--- config.mk ---
export PLATFORM = sky130hd
export DESIGN_NAME = aes_mode_csr
export DESIGN_NICKNAME = d
export VERILOG_FILES = /design/src/rtl/aes_mode_pkg.sv /design/src/rtl/aes_mode_check.sv /design/src/rtl/aes_tag_store.sv /design/src/rtl/aes_mode_fsm.sv /design/src/rtl/aes_mode_csr.sv
export SDC_FILE = /design/constraint.sdc
export NUM_CORES = 1
export LEC_CHECK = 0
export ABC_AREA = 0
export BUFFER_PORTS_ARGS = -buffer_cell sky130_fd_sc_hd__buf_2
export CORE_UTILIZATION = 50
export CTS_BUF_LIST = sky130_fd_sc_hd__clkbuf_8
export CTS_CLUSTER_DIAMETER = 40
export DETAILED_ROUTE_END_ITERATION = 16
export GPL_TIMING_DRIVEN = 0
export HOLD_SLACK_MARGIN = 0.12
export PLACE_DENSITY = 0.77
export SYNTH_ARGS = -nofsm -noshare
export SYNTH_HDL_FRONTEND = slang
export SYNTH_HIERARCHICAL = 1
export SYNTH_SLANG_ARGS = --single-unit
--- constraint.sdc ---
create_clock -name clk -period 3.3 [get_ports clk]
set_clock_uncertainty 0.2 [all_clocks]
set_input_delay 0 -clock clk [delete_from_list [all_inputs] [get_ports clk]]
set_output_delay 0 -clock clk [all_outputs]
set_load 0.03 [all_outputs]
--- src/rtl/aes_mode_pkg.sv ---
package aes_mode_pkg;

    typedef enum logic [2:0] {
        ST_IDLE,
        ST_WAIT_LEN,
        ST_RUN,
        ST_DRAIN,
        ST_TAG_WAIT,
        ST_TAG_RDY
    } csr_state_t;

    // Control word bit positions
    localparam int B_CTX   = 31;
    localparam int B_TAGR  = 30;
    localparam int B_SAVE  = 29;
    localparam int M_LO    = 22;
    localparam int L_LO    = 19;
    localparam int B_CCM   = 18;
    localparam int B_MAC   = 15;
    localparam int W_LO    = 7;
    localparam int B_CTR   = 6;
    localparam int B_CBC   = 5;
    localparam int K_LO    = 3;
    localparam int B_DIR   = 2;
    localparam int B_IN    = 1;
    localparam int B_OUT   = 0;

    // Word addresses
    localparam int A_CTL    = 0;
    localparam int A_STAT   = 1;
    localparam int A_LEN_LO = 2;
    localparam int A_LEN_HI = 3;

    typedef struct packed {
        logic       save;
        logic [2:0] m;
        logic [2:0] l;
        logic       ccm;
        logic       mac;
        logic [1:0] ctrw;
        logic       ctr;
        logic       cbc;
        logic       dir;
    } mode_t;

    function automatic mode_t unpack_mode(input logic [31:0] w);
        mode_t r;
        r.save = w[B_SAVE];
        r.m    = w[M_LO +: 3];
        r.l    = w[L_LO +: 3];
        r.ccm  = w[B_CCM];
        r.mac  = w[B_MAC];
        r.ctrw = w[W_LO +: 2];
        r.ctr  = w[B_CTR];
        r.cbc  = w[B_CBC];
        r.dir  = w[B_DIR];
        return r;
    endfunction

endpackage

--- src/rtl/aes_mode_check.sv ---
module aes_mode_check (
    input  logic cbc,
    input  logic ctr,
    input  logic mac,
    input  logic ccm,
    input  logic dir,
    output logic valid,
    output logic needs_len
);
    logic [1:0] n_chain;

    always_comb begin
        n_chain   = 2'(cbc) + 2'(ctr) + 2'(mac);
        valid     = !(ccm && !ctr) && !(mac && !dir) && (n_chain <= 2'd1);
        needs_len = ccm || mac;
    end
endmodule

--- src/rtl/aes_tag_store.sv ---
module aes_tag_store #(
    parameter int WORDS  = 4,
    parameter int WORD_W = 32,
    localparam int SEL_W = $clog2(WORDS)
) (
    input  logic                    clk,
    input  logic                    rst_n,
    input  logic                    load,
    input  logic [WORDS*WORD_W-1:0] tag_in,
    input  logic [SEL_W-1:0]        sel,
    output logic [WORD_W-1:0]       word
);
    logic [WORD_W-1:0] words [WORDS];

    for (genvar g = 0; g < WORDS; g++) begin : g_word
        always_ff @(posedge clk or negedge rst_n) begin
            if (!rst_n)
                words[g] <= '0;
            else if (load)
                words[g] <= tag_in[g*WORD_W +: WORD_W];
        end
    end

    assign word = words[sel];
endmodule

--- src/rtl/aes_mode_fsm.sv ---
module aes_mode_fsm
    import aes_mode_pkg::*;
(
    input  logic clk,
    input  logic rst_n,
    input  logic wr_ctl,
    input  logic wbit_in,
    input  logic wbit_out,
    input  logic wbit_tagr,
    input  logic accept_mode,
    input  logic mode_valid,
    input  logic mode_needs_len,
    input  logic wr_len_hi,
    input  logic rd_tag_last,
    input  logic save_ctx,
    input  logic eng_consumed,
    input  logic eng_out_valid,
    input  logic eng_out_last,
    input  logic eng_tag_valid,
    output logic ctx_rdy,
    output logic tag_rdy,
    output logic in_rdy,
    output logic out_rdy,
    output logic tag_load,
    output logic blk_go,
    output logic out_taken,
    output logic arm
);
    csr_state_t state, state_n;
    logic arm_now, clr_in, clr_out;

    assign ctx_rdy  = (state == ST_IDLE) || (state == ST_WAIT_LEN);
    assign tag_rdy  = (state == ST_TAG_RDY);
    assign tag_load = (state == ST_TAG_WAIT) && eng_tag_valid;
    assign clr_in   = wr_ctl && !wbit_in && in_rdy && (state == ST_RUN);
    assign clr_out  = wr_ctl && !wbit_out && out_rdy;
    assign arm_now  = ctx_rdy && (state_n == ST_RUN);

    always_comb begin
        state_n = state;
        unique case (state)
            ST_IDLE: begin
                if (accept_mode && mode_valid)
                    state_n = mode_needs_len ? ST_WAIT_LEN : ST_RUN;
            end
            ST_WAIT_LEN: begin
                if (accept_mode) begin
                    if (!mode_valid)
                        state_n = ST_IDLE;
                    else if (!mode_needs_len)
                        state_n = ST_RUN;
                end else if (wr_len_hi) begin
                    state_n = ST_RUN;
                end
            end
            ST_RUN: begin
                if (eng_out_valid && eng_out_last)
                    state_n = ST_DRAIN;
            end
            ST_DRAIN: begin
                if (clr_out)
                    state_n = save_ctx ? ST_TAG_WAIT : ST_IDLE;
            end
            ST_TAG_WAIT: begin
                if (eng_tag_valid)
                    state_n = ST_TAG_RDY;
            end
            ST_TAG_RDY: begin
                if ((wr_ctl && wbit_tagr) || rd_tag_last)
                    state_n = ST_IDLE;
            end
            default: state_n = ST_IDLE;
        endcase
    end

    always_ff @(posedge clk or negedge rst_n) begin
        if (!rst_n)
            state <= ST_IDLE;
        else
            state <= state_n;
    end

    always_ff @(posedge clk or negedge rst_n) begin
        if (!rst_n) begin
            in_rdy    <= 1'b0;
            out_rdy   <= 1'b0;
            blk_go    <= 1'b0;
            out_taken <= 1'b0;
            arm       <= 1'b0;
        end else begin
            blk_go    <= clr_in;
            out_taken <= clr_out;
            arm       <= arm_now;

            if (arm_now)
                in_rdy <= 1'b1;
            else if (state_n != ST_RUN)
                in_rdy <= 1'b0;
            else if (clr_in)
                in_rdy <= 1'b0;
            else if (eng_consumed)
                in_rdy <= 1'b1;

            if ((state == ST_RUN) && eng_out_valid)
                out_rdy <= 1'b1;
            else if (clr_out)
                out_rdy <= 1'b0;
        end
    end
endmodule

--- src/rtl/aes_mode_csr.sv ---
module aes_mode_csr
    import aes_mode_pkg::*;
#(
    parameter int  TAG_WORDS = 4,
    parameter int  LEN_W     = 32,
    localparam int ADDR_W    = $clog2(2 * TAG_WORDS),
    localparam int TAG_W     = 32 * TAG_WORDS,
    localparam int SEL_W     = $clog2(TAG_WORDS)
) (
    input  logic                clk,
    input  logic                rst_n,
    input  logic                bus_wr,
    input  logic                bus_rd,
    input  logic [ADDR_W-1:0]   bus_addr,
    input  logic [31:0]         bus_wdata,
    output logic [31:0]         bus_rdata,
    input  logic                eng_consumed,
    input  logic                eng_out_valid,
    input  logic                eng_out_last,
    input  logic                eng_tag_valid,
    input  logic [TAG_W-1:0]    eng_tag,
    output logic                eng_arm,
    output logic                eng_blk_go,
    output logic                eng_out_taken,
    output logic                cfg_dir,
    output logic                cfg_cbc,
    output logic                cfg_ctr,
    output logic                cfg_mac,
    output logic                cfg_ccm,
    output logic [7:0]          cfg_ctr_bits,
    output logic [4:0]          cfg_tag_bytes,
    output logic [3:0]          cfg_lenfield_bytes,
    output logic [2*LEN_W-1:0]  cfg_data_len
);
    localparam int A_TAG0 = TAG_WORDS;
    localparam int A_TAGN = 2 * TAG_WORDS - 1;

    mode_t             mode_q, mode_w;
    logic [LEN_W-1:0]  len_lo_q, len_hi_q;
    logic              err_q;
    logic              wr_ctl, wr_stat, wr_len_lo, wr_len_hi, rd_tag_last;
    logic              accept_mode, mode_valid, mode_needs_len;
    logic              ctx_rdy, tag_rdy, in_rdy, out_rdy, tag_load;
    logic [31:0]       ctl_word, tag_word;

    assign mode_w      = unpack_mode(bus_wdata);
    assign wr_ctl      = bus_wr && (bus_addr == ADDR_W'(A_CTL));
    assign wr_stat     = bus_wr && (bus_addr == ADDR_W'(A_STAT));
    assign wr_len_lo   = bus_wr && (bus_addr == ADDR_W'(A_LEN_LO));
    assign wr_len_hi   = bus_wr && (bus_addr == ADDR_W'(A_LEN_HI));
    assign rd_tag_last = bus_rd && (bus_addr == ADDR_W'(A_TAGN));
    assign accept_mode = wr_ctl && ctx_rdy && !bus_wdata[B_TAGR];

    aes_mode_check check_i (
        .cbc       (mode_w.cbc),
        .ctr       (mode_w.ctr),
        .mac       (mode_w.mac),
        .ccm       (mode_w.ccm),
        .dir       (mode_w.dir),
        .valid     (mode_valid),
        .needs_len (mode_needs_len)
    );

    aes_mode_fsm fsm_i (
        .clk            (clk),
        .rst_n          (rst_n),
        .wr_ctl         (wr_ctl),
        .wbit_in        (bus_wdata[B_IN]),
        .wbit_out       (bus_wdata[B_OUT]),
        .wbit_tagr      (bus_wdata[B_TAGR]),
        .accept_mode    (accept_mode),
        .mode_valid     (mode_valid),
        .mode_needs_len (mode_needs_len),
        .wr_len_hi      (wr_len_hi && ctx_rdy),
        .rd_tag_last    (rd_tag_last),
        .save_ctx       (mode_q.save),
        .eng_consumed   (eng_consumed),
        .eng_out_valid  (eng_out_valid),
        .eng_out_last   (eng_out_last),
        .eng_tag_valid  (eng_tag_valid),
        .ctx_rdy        (ctx_rdy),
        .tag_rdy        (tag_rdy),
        .in_rdy         (in_rdy),
        .out_rdy        (out_rdy),
        .tag_load       (tag_load),
        .blk_go         (eng_blk_go),
        .out_taken      (eng_out_taken),
        .arm            (eng_arm)
    );

    aes_tag_store #(.WORDS(TAG_WORDS), .WORD_W(32)) tags_i (
        .clk    (clk),
        .rst_n  (rst_n),
        .load   (tag_load),
        .tag_in (eng_tag),
        .sel    (bus_addr[SEL_W-1:0]),
        .word   (tag_word)
    );

    always_ff @(posedge clk or negedge rst_n) begin
        if (!rst_n) begin
            mode_q   <= '0;
            len_lo_q <= '0;
            len_hi_q <= '0;
            err_q    <= 1'b0;
        end else begin
            if (accept_mode)
                mode_q <= mode_w;
            if (wr_len_lo && ctx_rdy)
                len_lo_q <= bus_wdata[LEN_W-1:0];
            if (wr_len_hi && ctx_rdy)
                len_hi_q <= bus_wdata[LEN_W-1:0];
            if (accept_mode && !mode_valid)
                err_q <= 1'b1;
            else if (wr_stat && bus_wdata[0])
                err_q <= 1'b0;
        end
    end

    always_comb begin
        ctl_word              = '0;
        ctl_word[B_CTX]       = ctx_rdy;
        ctl_word[B_TAGR]      = tag_rdy;
        ctl_word[B_SAVE]      = mode_q.save;
        ctl_word[M_LO +: 3]   = mode_q.m;
        ctl_word[L_LO +: 3]   = mode_q.l;
        ctl_word[B_CCM]       = mode_q.ccm;
        ctl_word[B_MAC]       = mode_q.mac;
        ctl_word[W_LO +: 2]   = mode_q.ctrw;
        ctl_word[B_CTR]       = mode_q.ctr;
        ctl_word[B_CBC]       = mode_q.cbc;
        ctl_word[K_LO +: 2]   = 2'b01;
        ctl_word[B_DIR]       = mode_q.dir;
        ctl_word[B_IN]        = in_rdy;
        ctl_word[B_OUT]       = out_rdy;
    end

    always_comb begin
        bus_rdata = '0;
        if (bus_addr >= ADDR_W'(A_TAG0))
            bus_rdata = tag_word;
        else if (bus_addr == ADDR_W'(A_CTL))
            bus_rdata = ctl_word;
        else if (bus_addr == ADDR_W'(A_STAT))
            bus_rdata = {31'b0, err_q};
        else if (bus_addr == ADDR_W'(A_LEN_LO))
            bus_rdata = 32'(len_lo_q);
        else
            bus_rdata = 32'(len_hi_q);
    end

    assign cfg_dir            = mode_q.dir;
    assign cfg_cbc            = mode_q.cbc;
    assign cfg_ctr            = mode_q.ctr;
    assign cfg_mac            = mode_q.mac;
    assign cfg_ccm            = mode_q.ccm;
    assign cfg_ctr_bits       = {3'(mode_q.ctrw) + 3'd1, 5'b0};
    assign cfg_tag_bytes      = {4'(mode_q.m) + 4'd1, 1'b0};
    assign cfg_lenfield_bytes = 4'(mode_q.l) + 4'd1;
    assign cfg_data_len       = {len_hi_q, len_lo_q};
endmodule

==> summary.md, run 1 <==
| Metric | Value |
|---|---|
| Number of flops mapped to enable cells by yosys | `0` |
| CTS H-tree lvls | `2` |
| Placed insts | `1241` |
| Register area share after synthesis | `53.18%` |
| CTS Buffer Depth | `3` |
| Port buffer count | `284` |
| Commonest cells in the netlist | `dfrtp_1 (215), mux2_2 (196), mux2i_1 (31), mux4_2 (30)` |
| Die width | `144.2 µm` |
| Fail Step | `clock tree synthesis` |
| Sink Count | `215` |
| Postcts setup bufs | `0` |
| GP Congestion | `0.9061` |
| # rows | `51` |
| Area contributors post-synth | `dfrtp_1 (53%), mux2_2 (22%), mux4_2 (6.7%), mux2i_1 (3.1%), mux2_4 (1.5%)` |
| Unique masters post-synth | `53` |
| Top-count cell post-synth | `dfrtp_1` |
| Yosys Warn Count | `6` |
| Die Y-Extent | `144.2 µm` |
| Post-Synthesis Cells | `686` |
| Num CTS Buffers | `38` |
| Async S/R FF share, synth | `100.0%` |
| Hold buffer count at cts | `262` |
| Synth area leader | `dfrtp_1` |
| Root buffer cell | `clkbuf_8` |
| Outcome | `stopped before the end` |
| Post-synth top area share | `53.18%` |
| Error | `[ERROR RSZ-0060] Max buffer count reached.` |
| Post-Syn Area | `10120 µm²` |
| FF+latch count, synth | `215` |
| Post-DP Area | `11930 µm²` |
| Post-cts resize count | `0` |
| Main synth FF type | `dfrtp_1` |
| Place WS | `0.5937 ns` |
| Initial core utilization | `51.48%` |
| Post-DP HPWL | `20.39 mm` |
| Syn avg cell area | `14.75 µm²` |
| Total I/O pin count | `292` |
==> through the flow <==
stage	hold slack [ns]	setup TNS (ns)
3_3_place_gp	0.03121	-362.21
3_5_place_dp	-0.1360	0
2_1_floorplan	-0.4956	0
==> kinds of logic after synthesis <==
group	synth area share, %
multiplexers	33.68
flip-flops	53.18
AND/OR/NAND/NOR	4.106
AO/OA/AOI/OAI	4.217
buffers and inverters	4.118
adder cells (fa/ha/maj)	0.4947
XOR/XNOR	0.1732
other	0.03707
==> inputs of run 2 (changes only) <==
--- a/config.mk
+++ b/config.mk
@@ -7,13 +7,10 @@
 export LEC_CHECK = 0
 export ABC_AREA = 0
 export BUFFER_PORTS_ARGS = -buffer_cell sky130_fd_sc_hd__buf_2
-export CORE_UTILIZATION = 50
-export CTS_BUF_LIST = sky130_fd_sc_hd__clkbuf_8
-export CTS_CLUSTER_DIAMETER = 40
+export CORE_UTILIZATION = 35
 export DETAILED_ROUTE_END_ITERATION = 16
 export GPL_TIMING_DRIVEN = 0
-export HOLD_SLACK_MARGIN = 0.12
-export PLACE_DENSITY = 0.77
+export PLACE_DENSITY_LB_ADDON = 0.15
 export SYNTH_ARGS = -nofsm -noshare
 export SYNTH_HDL_FRONTEND = slang
 export SYNTH_HIERARCHICAL = 1
==> run 2 against run 1 <==
Effect of this change: the flow now finishes without violations; synthesized cell count unchanged; synthesized area is the same.
==> summary.md, run 2 <==
| Metric | Value |
|---|---|
| Outcome | `finished clean` |
| CP most frequent cell | `dlygate4sd3_1` |
| Endpoints failing hold | `0` |
| CP required | `3.54 ns` |
| Die Y-Extent | `172.0 µm (+19%)` |
| Post-DP HPWL | `22.17 mm (+8.7%)` |
| Clock Latency Late Sink | `0.52 ns` |
| Final Cycle Share | `86.10%` |
| Post-Synthesis Cells | `686 (unchanged)` |
| Worst slew margin | `55.29%` |
| Largest registers | `tags_i/words: 128 flops, len_hi_q: 32 flops, len_lo_q: 32 flops` |
| Number of global-route vias before repair | `8151` |
| Arr. time, crit path | `3.09 ns` |
| Post-DP Area | `12070 µm² (+1.2%)` |
| Total power | `12480 µW` |
| GP Congestion | `0.8285 (-8.6%)` |
| Largest stage delay, worst path | `0.59 ns` |
| Routed vias | `7581` |
| WP buf/inv | `5` |
| Top-count cell post-synth | `dfrtp_1` |
| Async S/R FF share, synth | `100.0% (unchanged)` |
| CTS Buffer Depth | `3 (unchanged)` |
| DR DRC count | `0` |
| Fin util | `52.49%` |
| Layout cells sized above 1 | `52.59%` |
| Postcts setup bufs | `0 (unchanged)` |
| Max Freq | `0.3519 GHz` |
| CTS H-tree lvls | `1 (-1)` |
| Synth area leader | `dfrtp_1` |
| Unique masters post-synth | `53 (unchanged)` |
| Hold Crit Class | `in2reg` |
| Most common cell after layout, fill and taps aside | `buf_2` |
| Antenna-violating nets left | `0` |
| Core footprint | `28090 µm²` |
| Synthesis-to-layout area growth | `45.72%` |
| Commonest cells in the netlist | `dfrtp_1 (215), mux2_2 (196), mux2i_1 (31), mux4_2 (30)` |
| Sink Count | `215 (unchanged)` |
| Place WS | `0.5089 ns (-0.08472 ns)` |
| First-pass GRT wire length | `47.34 mm` |
| CP Cell Sequence | `dlygate4sd3_1 -> buf_2 -> clkbuf_1 -> buf_1 -> nor3_1 -> nand3b_1 -> a22oi_1 -> dlygate4sd3_1 -> o31ai_2 -> nor3b_2` |
| DR top layer | `met4` |
| Nets | `1354` |
| Root buffer cell | `clkbuf_16` |
| Startpoint Class | `input port` |
| Syn avg cell area | `14.75 µm² (unchanged)` |
| Drt wl/cell | `19.98 µm` |
| Max Cap Violations | `0` |
| Yosys Warn Count | `6 (unchanged)` |
| Crit-path slowest cell | `dlygate4sd3_1` |
| Global route overflow | `0` |
| FF+latch count, synth | `215 (unchanged)` |
| Largest net degree at the start of global routing | `110` |
| Unrepaired setup endpoints after global routing | `false` |
| Count of final setup violators | `0` |
| Initial antenna violation count | `2` |
| Hold Path Cell Cnt | `3` |
| Total I/O pin count | `292 (unchanged)` |
| CP Class | `in2reg` |
| Cell leakage power | `0.006881 µW` |
| Router iterations before antenna repair | `4` |
| Initial core utilization | `36.02% (-15 points)` |
| Detail Route met3 WL | `1.889 mm` |
| Routed wl met2 | `15.04 mm` |
| Layout fillers | `2528` |
| Placed insts | `1354 (+9.1%)` |
| Reg2Reg Launch Point | `fsm_i/state[1]` |
| Area contributors post-synth | `dfrtp_1 (53%), mux2_2 (22%), mux4_2 (6.7%), mux2i_1 (3.1%), mux2_4 (1.5%)` |
| Hold buffer count at cts | `175 (-33%)` |
| # rows | `61 (+20%)` |
| Vias per std cell | `4.810` |
| Top reg by flops | `tags_i/words` |
| Final instance count without filler cells | `1576` |
| M1 WL | `13.86 mm` |
| Register area share after synthesis | `53.18% (unchanged)` |
| Num CTS Buffers | `26 (-32%)` |
| Port buffer count | `284 (unchanged)` |
| CP startpoint | `bus_addr[0]` |
| Cell count of the worst reg-to-reg path | `7` |
| Worst-path clk slew | `0.06 ns` |
| Max reg flops | `128` |
| Hold Startpoint | `eng_tag[75]` |
| Number of flops mapped to enable cells by yosys | `0 (unchanged)` |
| Min Tclk post-route | `2.841 ns` |
| Max VDD drop | `445.2 µV` |
| WL final | `31.49 mm` |
| Leading cell types in the layout, fill and taps excluded | `buf_2 (297), dfrtp_1 (215), mux2_2 (196)` |
| Die area | `29590 µm²` |
| Setup WS post-layout | `0.4586 ns` |
| Setup slack, reg-to-reg | `0.48 ns` |
| Post-Syn Area | `10120 µm² (unchanged)` |
| Main synth FF type | `dfrtp_1` |
| WP depth | `10` |
| Crit-path leading delay family | `buffers and inverters` |
| Max-slew violations | `0` |
| Die width | `172.0 µm (+19%)` |
| Post-cts resize count | `0 (unchanged)` |
| Least-Margin Pin Slew | `0.6707 ns` |
| CTS tree | `built` |
| Crit Path Max Fanout | `10` |
| PD cells | `846.8 nW/µm²` |
| Post-synth top area share | `53.18% (unchanged)` |
| DRT iter0 DRCs | `344` |
| All-Layer GR Usage | `21.35%` |
| Crit end category | `register` |
| Post-route cell area | `14740 µm²` |
==> run 2: cell counts after synthesis <==
No cell type changed its count.
==> run 2: logic make-up (layout without fill, tap and decap cells) <==
group	after synthesis	after routing	share of synthesized area, %
muxes	270	270	33.68
DFF	215	215	53.18
and+or+nand+nor	69	69	4.106
AOI/OAI and AO/OA	64	64	4.217
buffers and inverters	61	566	4.118
adders and majority gates	4	4	0.4947
xor gates and xnor gates	2	2	0.1732
other	1	8	0.03707
==> run 2: where the power goes <==
| group | leakage [µW] | total [µW] | internal [µW] | switching, µW |
|---|---|---|---|---|
| Clock | 0.000441 | 3010 | 1910 | 1110 |
| Sequential | 0.00260 | 4720 | 3930 | 791 |
| Combinational | 0.00384 | 4750 | 2200 | 2550 |
==> run 2: through the flow <==
step	hold slack (ns)	setup TNS, ns
CTS	0.009727	0
global route	0.02970	0
global placement	0.03170	-438.42
detailed placement	-0.06886	0
floorplan	-0.4956	0
finish	0.03563	0
==> run 2: layout make-up <==
class | instances | area, µm² | share of cell area [%]
Clock inverter | 6 | 130.1 | 0.8826
Multi-Input combinational cell | 415 | 4339 | 29.43
Timing Repair Buffer | 460 | 3228 | 21.90
Buffer | 53 | 386.6 | 2.622
Antenna cell | 2 | 5.005 | 0.03395
Sequential cell | 215 | 5380 | 36.49
Inverter | 8 | 30.03 | 0.2037
Tap cell | 378 | 473.0 | 3.208
Clock buffer | 39 | 770.7 | 5.228
==> run 2: final timing paths <==
check / endpoint
setup / recovery: fsm_i/in_rdy
max in group asynchronous: tags_i/words[81]
min in group asynchronous: len_hi_q[28]
hold reg to reg: tags_i/words[35]
hold / removal: tags_i/words[43]
setup reg to reg: cfg_ccm
==> run 2: routing by layer <==
metal,track usage [%],up-vias
met5,0,-
met4,5.348,0
met3,3.983,44
met2,35.33,220
met1,28.80,3818
li1,-,3499
==> run 2: tightest hold or removal path: cells and delay by family <==
family / cells / cell delay [ns]
buffers and inverters: 2 / 0.60
muxes: 1 / 0.13
(Power assumes the default switching activity.)
==> inputs of run 3 (changes only) <==
==> constraint.sdc (replaced) <==
create_clock -name clk -period 3.3 [get_ports clk]
set_clock_uncertainty 0.2 [all_clocks]
set_input_delay 0.33 -clock clk [delete_from_list [all_inputs] [get_ports clk]]
set_output_delay 0.33 -clock clk [all_outputs]
set_load 0.03 [all_outputs]
==> run 3 against run 2 <==
Effect of this change: sequential share of layout area rose by 0.32 points; flip-flop and latch count unchanged; design area is 0.87% lower; power shrank 0.11%; register-to-register slack gained 0.03 ns; first-iteration DRC count shrank 15%; final cell count down 0.70%.
==> summary.md, run 3 (synthesis gave the netlist of run 2 again) <==
| Metric | Value |
|---|---|
| Top reg by flops | `tags_i/words` |
| Cell leakage power | `0.006831 µW (-0.73%)` |
| Vias per std cell | `4.794 (-0.35%)` |
| Largest stage delay, worst path | `0.42 ns (-0.17 ns)` |
| Count of final setup violators | `0 (unchanged)` |
| CTS tree | `built` |
| Port buffer count | `284 (unchanged)` |
| First-pass GRT wire length | `46.83 mm (-1.1%)` |
| Placed insts | `1354 (unchanged)` |
| DRT iter0 DRCs | `293 (-15%)` |
| Final instance count without filler cells | `1565 (-0.70%)` |
| Leading cell types in the layout, fill and taps excluded | `buf_2 (297), dfrtp_1 (215), mux2_2 (196)` |
| Post-DP HPWL | `22.17 mm (unchanged)` |
| Hold Crit Class | `in2reg` |
| CP Class | `in2out` |
| Drt wl/cell | `19.96 µm (about the same)` |
| Largest net degree at the start of global routing | `110 (unchanged)` |
| Post-route cell area | `14620 µm² (-0.87%)` |
| PD cells | `853.3 nW/µm² (+0.77%)` |
| Initial antenna violation count | `3 (+1)` |
| Die width | `172.0 µm (unchanged)` |
| Crit Path Max Fanout | `10 (unchanged)` |
| Hold Startpoint | `bus_addr[2]` |
| Final Cycle Share | `84.40% (-1.7 points)` |
| Arr. time, crit path | `2.26 ns (-0.83 ns)` |
| Startpoint Class | `input port` |
| Initial core utilization | `36.02% (unchanged)` |
| Reg2Reg Capture Point | `fsm_i/in_rdy` |
| Layout cells sized above 1 | `53.00% (+0.40 points)` |
| Crit end category | `primary output` |
| Number of global-route vias before repair | `8063 (-1.1%)` |
| Root buffer cell | `clkbuf_16` |
| Worst slew margin | `40.36% (-15 points)` |
| Sink Count | `215 (unchanged)` |
| Core footprint | `28090 µm² (unchanged)` |
| Die Y-Extent | `172.0 µm (unchanged)` |
| WHS Endpoint | `err_q` |
| Router iterations before antenna repair | `4 (unchanged)` |
| CP required | `2.77 ns (-0.77 ns)` |
| Synthesis-to-layout area growth | `44.46%` |
| Max-slew violations | `0 (unchanged)` |
| Clock Latency Late Sink | `0.52 ns (about the same)` |
| Min Tclk post-route | `2.785 ns (-0.05613 ns)` |
| GP Congestion | `0.8285 (unchanged)` |
| All-Layer GR Usage | `21.11% (-0.25 points)` |
| Post-DP Area | `12070 µm² (unchanged)` |
| Nets | `1343 (-0.81%)` |
| Antenna-violating nets left | `0 (unchanged)` |
| CTS H-tree lvls | `1 (unchanged)` |
| Least-Margin Pin Slew | `0.8947 ns (+0.2240 ns)` |
| Worst-path clk slew | `0.05 ns (about the same)` |
| Max reg flops | `128 (unchanged)` |
| Max Cap Violations | `0 (unchanged)` |
| Outcome | `finished clean` |
| Crit-path slowest cell | `clkbuf_1` |
| Most common cell after layout, fill and taps aside | `buf_2` |
| Num CTS Buffers | `26 (unchanged)` |
| Layout fillers | `2540 (+0.47%)` |
| Endpoints failing hold | `0 (unchanged)` |
| Die area | `29590 µm² (unchanged)` |
| # rows | `61 (unchanged)` |
| Cell count of the worst reg-to-reg path | `9 (+2)` |
| Reg2Reg Launch Point | `fsm_i/state[1]` |
| WL final | `31.24 mm (-0.79%)` |
| Setup slack, reg-to-reg | `0.51 ns (+0.03 ns)` |
| Unrepaired setup endpoints after global routing | `false` |
| Routed vias | `7502 (-1.0%)` |
| CP Cell Sequence | `buf_2 -> clkbuf_1 -> and2_1 -> buf_2 -> clkbuf_1 -> a21oi_1 -> a2bb2oi_1 -> buf_2` |
| CP most frequent cell | `buf_2` |
| Largest registers | `tags_i/words: 128 flops, len_hi_q: 32 flops, len_lo_q: 32 flops` |
| Total power | `12470 µW (-0.11%)` |
| Global route overflow | `0 (unchanged)` |
| Total I/O pin count | `292 (unchanged)` |
| Max VDD drop | `445.1 µV (about the same)` |
| CTS Buffer Depth | `3 (unchanged)` |
| Max Freq | `0.3590 GHz (+2.0%)` |
| DR DRC count | `0 (unchanged)` |
| Hold Path Cell Cnt | `4 (+1)` |
[run 3: area by class of cell]
type	instances	area, µm²	share of cell area, %
Multi-Input combinational cell	415	4339	29.69
Inverter	8	30.03	0.2055
Clock inverter	6	130.1	0.8903
Timing Repair Buffer	449	3100	21.21
Clock buffer	39	770.7	5.274
Antenna cell	2	5.005	0.03424
Buffer	53	386.6	2.645
Tap cell	378	473.0	3.236
Sequential cell	215	5380	36.81
[run 3: per-layer routing]
layer / GRT usage, % / routed length [µm] / up-vias
met2: 34.68 / 14790 / 203
met3: 4.074 / 1622 / 46
met4: 5.387 / 707 / 2
met1: 28.55 / 14110 / 3778
li1: - / - / 3473
met5: 0 / 13 / -
[run 3: worst max-delay path: cells and delay by family]
kind,cells,cell delay (ns)
buf+inv,5,1.39
compound gates,2,0.35
simple gates,1,0.18
[run 3: report_power, final]
part | total (µW) | switching (µW) | internal (µW)
combinational | 4730 | 2550 | 2180
sequential | 4720 | 796 | 3930
clock | 3010 | 1100 | 1910
total | 12500 | 4450 | 8020
[run 3: worst max-delay path by stage]
stage	from	to	cells after the start
after global routing	fsm_i/state[1]	fsm_i/in_rdy	9
after detailed placement	bus_addr[0]	fsm_i/in_rdy	10
after floorplan	fsm_i/state[1]	fsm_i/in_rdy	11
after CTS	bus_addr[0]	bus_rdata[20]	8
after global placement	rst_n	tags_i/words[16]	1
final	bus_addr[0]	bus_rdata[30]	8
[run 3: timing repair]
| item | 4_1_cts | 5_1_grt |
|---|---|---|
| buffers inserted | 0 | 0 |
| resized for setup | 0 | 0 |
| hold buffers | 164 | 0 |
| endpoints found under the setup margin | 0 | 0 |
| hold endpoints to repair | 318 | 0 |
[run 3: through the flow]
| step | hold WS (ns) | worst slack [ns] | util [%] | TNS (ns) |
|---|---|---|---|---|
| 2_1_floorplan | -0.1656 | 0.8402 | - | 0 |
| 3_3_place_gp | 0.2851 | -2.388 | 42.83 | -509.37 |
| 3_5_place_dp | 0.2611 | 0.4134 | 42.97 | 0 |
| 4_1_cts | 0.006168 | 0.4614 | 52.02 | 0 |
| 5_1_grt | 0.03149 | 0.3087 | 52.03 | 0 |
| 6_report | 0.02739 | 0.5147 | 52.04 | 0 |
